`src/rtl/wsg_pkg.sv`:
```
package wsg_pkg;
  localparam int unsigned WSG_DATA_W = 8;
  localparam int unsigned WSG_SUM_W  = 32;
  localparam int unsigned WSG_DIM    = 4;
endpackage

```
`src/rtl/wsg_delay.sv`:
```
module wsg_delay #(
  parameter int unsigned W = 8,
  parameter int unsigned D = 1
) (
  input  logic         clk,
  input  logic         rst,
  input  logic [W-1:0] din,
  output logic [W-1:0] dout
);
  logic [W-1:0] stage [D];

  always_ff @(posedge clk) begin
    if (rst) begin
      for (int i = 0; i < int'(D); i++) stage[i] <= '0;
    end else begin
      stage[0] <= din;
      for (int i = 1; i < int'(D); i++) stage[i] <= stage[i-1];
    end
  end

  assign dout = stage[D-1];
endmodule

```
`src/rtl/wsg_cell.sv`:
```
module wsg_cell #(
  parameter int unsigned DW = 8,
  parameter int unsigned SW = 32
) (
  input  logic          clk,
  input  logic          rst,
  input  logic          ld,
  input  logic [DW-1:0] w_in,
  input  logic [DW-1:0] act_in,
  input  logic [SW-1:0] psum_in,
  output logic [DW-1:0] w_out,
  output logic [DW-1:0] act_out,
  output logic [SW-1:0] psum_out
);
  logic [DW-1:0]          w_q;
  logic [DW-1:0]          act_q;
  logic [SW-1:0]          ps_q;
  logic signed [2*DW-1:0] prod;
  logic signed [SW-1:0]   prod_ext;

  assign prod     = $signed(w_q) * $signed(act_in);
  assign prod_ext = SW'(prod);

  always_ff @(posedge clk) begin
    if (rst) begin
      w_q   <= '0;
      act_q <= '0;
      ps_q  <= '0;
    end else begin
      if (ld) w_q <= w_in;
      act_q <= act_in;
      ps_q  <= psum_in + prod_ext;
    end
  end

  assign w_out    = w_q;
  assign act_out  = act_q;
  assign psum_out = ps_q;

  AST_WEIGHT_HELD: assert property (@(posedge clk) disable iff (rst)
    !ld |=> $stable(w_out));

  AST_ZERO_ACT_PASS: assert property (@(posedge clk) disable iff (rst)
    (act_in == '0) |=> (psum_out == $past(psum_in)));
endmodule

```
`src/rtl/ws_matmul_grid.sv`:
```
module ws_matmul_grid
  import wsg_pkg::*;
#(
  parameter int unsigned N      = WSG_DIM,
  parameter int unsigned DATA_W = WSG_DATA_W,
  parameter int unsigned SUM_W  = WSG_SUM_W
) (
  input  logic                clk,
  input  logic                rst,
  input  logic                wload_en,
  input  logic [N*DATA_W-1:0] wload_data,
  input  logic                act_valid,
  input  logic [N*DATA_W-1:0] act_row,
  output logic                wt_ready,
  output logic                res_valid,
  output logic [N*SUM_W-1:0]  res_data
);
  localparam int unsigned CW  = $clog2(N + 1);
  localparam int unsigned LAT = 2 * N;

  // weight load counter
  logic [CW-1:0] ld_cnt, ld_cnt_nxt;
  logic          ready_q;

  always_comb begin
    ld_cnt_nxt = ld_cnt;
    if (wload_en) ld_cnt_nxt = (ld_cnt == CW'(N)) ? CW'(1) : ld_cnt + CW'(1);
  end

  always_ff @(posedge clk) begin
    if (rst) begin
      ld_cnt  <= '0;
      ready_q <= 1'b0;
    end else begin
      ld_cnt  <= ld_cnt_nxt;
      ready_q <= (ld_cnt_nxt == CW'(N));
    end
  end

  assign wt_ready = ready_q;

  // acceptance and zero gating of idle slots
  logic                take;
  logic [N*DATA_W-1:0] act_gated;
  assign take      = act_valid & ready_q & ~wload_en;
  assign act_gated = take ? act_row : '0;

  logic [DATA_W-1:0] act_h [N][N+1];
  logic [DATA_W-1:0] w_v   [N+1][N];
  logic [SUM_W-1:0]  ps_v  [N+1][N];
  logic [SUM_W-1:0]  col_al [N];
  logic [N*DATA_W-1:0] unused_act_edge;
  logic [N*DATA_W-1:0] unused_w_edge;

  genvar k, j;
  generate
    for (k = 0; k < N; k++) begin : g_skew
      if (k == 0) begin : g_direct
        assign act_h[k][0] = act_gated[k*DATA_W +: DATA_W];
      end else begin : g_delay
        wsg_delay #(.W(DATA_W), .D(k)) u_skew (
          .clk(clk), .rst(rst),
          .din(act_gated[k*DATA_W +: DATA_W]),
          .dout(act_h[k][0]));
      end
      assign unused_act_edge[k*DATA_W +: DATA_W] = act_h[k][N];
    end

    for (j = 0; j < N; j++) begin : g_colio
      assign w_v[0][j]  = wload_data[j*DATA_W +: DATA_W];
      assign ps_v[0][j] = '0;
      assign unused_w_edge[j*DATA_W +: DATA_W] = w_v[N][j];
    end

    for (k = 0; k < N; k++) begin : g_row
      for (j = 0; j < N; j++) begin : g_col
        wsg_cell #(.DW(DATA_W), .SW(SUM_W)) u_cell (
          .clk(clk), .rst(rst), .ld(wload_en),
          .w_in(w_v[k][j]), .act_in(act_h[k][j]), .psum_in(ps_v[k][j]),
          .w_out(w_v[k+1][j]), .act_out(act_h[k][j+1]),
          .psum_out(ps_v[k+1][j]));
      end
    end

    for (j = 0; j < N; j++) begin : g_deskew
      if (j == N - 1) begin : g_direct
        assign col_al[j] = ps_v[N][j];
      end else begin : g_delay
        wsg_delay #(.W(SUM_W), .D(N - 1 - j)) u_align (
          .clk(clk), .rst(rst), .din(ps_v[N][j]), .dout(col_al[j]));
      end
    end
  endgenerate

  // result register
  logic [N*SUM_W-1:0] res_q;
  always_ff @(posedge clk) begin
    if (rst) res_q <= '0;
    else for (int c = 0; c < int'(N); c++) res_q[c*SUM_W +: SUM_W] <= col_al[c];
  end
  assign res_data = res_q;

  wsg_delay #(.W(1), .D(LAT)) u_vpipe (
    .clk(clk), .rst(rst), .din(take), .dout(res_valid));

  AST_READY_DROP_ON_LOAD: assert property (@(posedge clk) disable iff (rst)
    $fell(wt_ready) |-> $past(wload_en));

  AST_READY_NEEDS_LOAD: assert property (@(posedge clk) disable iff (rst)
    $rose(wt_ready) |-> $past(wload_en));

  AST_CNT_BOUND: assert property (@(posedge clk) disable iff (rst)
    ld_cnt <= CW'(N));
endmodule

```
`config.mk`:
```
export PLATFORM = sky130hd
export DESIGN_NAME = ws_matmul_grid
export DESIGN_NICKNAME = d
export VERILOG_FILES = /design/src/rtl/wsg_pkg.sv /design/src/rtl/wsg_delay.sv /design/src/rtl/wsg_cell.sv /design/src/rtl/ws_matmul_grid.sv
export SDC_FILE = /design/constraint.sdc
export NUM_CORES = 2
export LEC_CHECK = 0
export BUFFER_PORTS_ARGS = -buffer_cell sky130_fd_sc_hd__buf_2
export CAP_MARGIN = 20
export CORE_AREA = 2 2 346 348
export CTS_BUF_LIST = sky130_fd_sc_hd__clkbuf_4
export DETAILED_ROUTE_END_ITERATION = 7
export DIE_AREA = 0 0 348 350
export GPL_ROUTABILITY_DRIVEN = 1
export GPL_TIMING_DRIVEN = 0
export PLACE_DENSITY = 0.83
export SLEW_MARGIN = 20
export SYNTH_ARGS = -nofsm -noshare
export SYNTH_HDL_FRONTEND = slang
export SYNTH_SLANG_ARGS = --single-unit
```
`constraint.sdc`:
```
create_clock -name clk -period 12 [get_ports clk]
set_input_delay 0.6 -clock clk [delete_from_list [all_inputs] [get_ports clk]]
set_output_delay 0.6 -clock clk [all_outputs]
set_load 0.01 [all_outputs]
```
==> results.ini <==
[detailed_routing]
drt_wl_total_um = 185000
drtAntennaViolNets = 0
dr.pass1.iters = 7
first_iter_violations = 3327
wl_per_cell_um = 17.8
vias_per_cell = 5.41
route.detailed.drc = 0
vias = 56200

[final_layout]
fillerInstances = 8533
final_cell_mix = 1427 x inv_1, 992 x dfxtp_1, 973 x fa_1
stdcell_count = 10400
drive_gt1_frac = 0.0758
final_area_sq_um = 84800
nNetsFinal = 10400
syn_to_final_growth_pct = 9.23
layout_commonest_cell = inv_1

[logic_synthesis]
yosysSeqAreaShare = 0.256
yosys.area.top_type_share = 0.256
synth.largest_area_cell = dfxtp_1
synth_fp_nets = 9864
syn_inst = 8115
synthDistinctLibCells = 84
synth_fa_ha_area_frac = 0.365
synth-seq-cells = 992
synth_edf_count = 0
yosys.area_share.simple = 0.168
synth_compound_area_frac = 0.0673
yosys-top-cells-area = dfxtp_1 26%, fa_1 25%, ha_1 11%
syn_area_per_cell_sq_um = 9.56
synthMuxAreaShare = 0.0191
synth_top_family_by_area = adder cells
ys_warn_count = 0
synth-xor-area-share = 0.0437
async_flop_share = 0
yosys_most_used_dff = dfxtp_1
synth_area_sq_um = 77600

[sta]
post-route-min-period_ps = 7350
clock_skew_ps = 113
setup_viol = 0
rsz0062_at_grt = false
slew_violations = 0
fmax_ghz = 0.136
setup_tns_ps = 0
relSlewSlack = 0.206
worstMarginPinSlew_ps = 1190
min_period_over_period = 0.613
hold_viol = 0

[grt]
overflow = 0
grt_pass1_vias = 58900
grt_max_degree = 18
grt_usage = 0.313
grt_pass1_wl_um = 299000
antenna_found_initial = 9

[floorplanning]
fp.dieW_um = 348
rows = 126
start_util = 0.659
die-area_sq_um = 122000
core-area_sq_um = 118000
die_y_um = 350
pin_count = 198

[critical_path]
crit_type = reg -> reg
crit_path_max_fanout = 17
end_kind = flop
critPathLaunchType = flop
required_ps = 13170
cp.arrival_ps = 8520

[cts]
clock-sinks = 992
cts_tree = yes
clockRootBuffer = clkbuf_4
ctsResizeCount = 0
clock_latency_ps = 1320
clk_pin_slew_worst_paths_ps = 70
clk_path_buf_depth = 4
cts_buffers = 278
cts_max_level = 5

[placed_design]
gp_congestion = 0.952
placedCellCount = 9854
placed_area_sq_um = 80700
port_buffers = 196
detailed_place_hpwl_um = 145000

[flow_run]
max_cap_viol_count = 0

[worst_hold_path]
min_path_type = in -> reg

[power_and_ir_drop]
power.density_nw_per_um2 = 76.9
vdd_ir_drop_max_mv = 0.0985
p_leak_nw = 42.2

[status]
outcome = finished, final reports clean

[registers in the layout, summed over array words and instances (netlist names)]
name                            count
ld_cnt                              3
g_row.g_col.u_cell.act_out         96
g_deskew.g_delay.u_align.stage    192
g_skew.g_delay.u_skew.stage        48
u_vpipe.stage                       8
g_row.g_col.u_cell.psum_out       388
g_row.g_col.u_cell.w_out          128
wt_ready                            1
res_data                          128
[worst max-delay path, cell delays in order (launching register included)]
cell,delay [ps]
dfxtp_1,310
clkbuf_1,380
nand2_1,250
fa_1,760
fa_1,490
fa_1,510
inv_1,50
fa_1,430
ha_1,370
and3_1,170
o311ai_0,190
nand4_1,130
o211ai_1,180
xnor2_2,760
ha_1,430
a21oi_1,330
o21bai_1,110
a21o_2,240
a211oi_1,280
a211o_1,220
a31oi_2,110
a31oi_1,210
mux2_1,340
[worst paths after layout]
path	depth (start not counted)	end	slack (ps)	from
max	22	g_row[3].g_col[3].u_cell.psum_out[30]	4650	g_row[3].g_col[3].u_cell.w_out[7]
max reg2reg	22	g_row[3].g_col[3].u_cell.psum_out[30]	4650	g_row[3].g_col[3].u_cell.w_out[7]
min	3	g_skew[1].g_delay.u_skew.stage[0][0]	90	act_row[8]
min reg2reg	1	g_deskew[0].g_delay.u_align.stage[2][23]	370	g_deskew[0].g_delay.u_align.stage[1][23]
[cell families after synthesis]
group / after synthesis
adders and majority gates: 1681
buffers and inverters: 1659
AOI/OAI and AO/OA: 815
DFF: 992
and+or+nand+nor: 2440
muxes: 146
xor gates and xnor gates: 382
[metal layers]
metal,GRT usage,vias to the layer above,share of wire
met4,0.181,10,0.059
met1,0.389,27200,0.41
met2,0.494,2026,0.45
met3,0.0824,499,0.086
met5,0,-,0.00035
li1,-,26500,-
[area by class of cell]
cell class                      instances  area, sq um  area share
Multi-Input combinational cell       5464        51500       0.607
Sequential cell                       992        19900       0.234
Inverter                             1428         5360      0.0632
Clock buffer                          375         2820      0.0332
Tap cell                             1536         1920      0.0227
Timing Repair Buffer                  283         1910      0.0226
Buffer                                231          951      0.0112
Clock inverter                         79          419     0.00495
Antenna cell                           12         30.0    0.000354
[synthesized netlist by cell type (all sizes together) (15+ instances only)]
master	n
inv	1427
dfxtp	992
fa	973
ha	708
and2	622
nor2b	570
nor2	494
nand2	372
xnor2	273
a21oi	253
clkbuf	208
o21ai	157
mux2i	132
xor2	106
a21o	100
nor3	92
o21bai	73
nand2b	71
and3	67
nand3	45
o21a	35
a211oi	28
a31oi	27
or3	25
buf	22
nor3b	21
a21boi	20
o211ai	17
a211o	15
[where the power goes]
group	internal [W]	switching, W	total (W)
combinational	0.0000652	0.000175	0.000240
sequential	0.00331	0.0000159	0.00332
clock	0.00153	0.00143	0.00295
[per-stage QoR]
stage / hold slack (ps) / total power [W] / utilization / setup WS (ps)
after floorplan: 414 / 0.00349 / - / 5380
after CTS: 6.09 / 0.00657 / 0.719 / 4710
after global placement: 415 / 0.00360 / 0.684 / 4370
after detailed placement: 420 / 0.00361 / 0.685 / 4780
after global routing: 58.6 / 0.00676 / 0.720 / 4240
final: 92.1 / 0.00652 / 0.720 / 4650
[timing repair]
action,in CTS,in global routing
buffers inserted,0,0
setup endpoints to repair,0,0
hold endpoints to repair,68,0
hold buffers,80,0
Note: power is estimated with default switching activity, not from simulation.
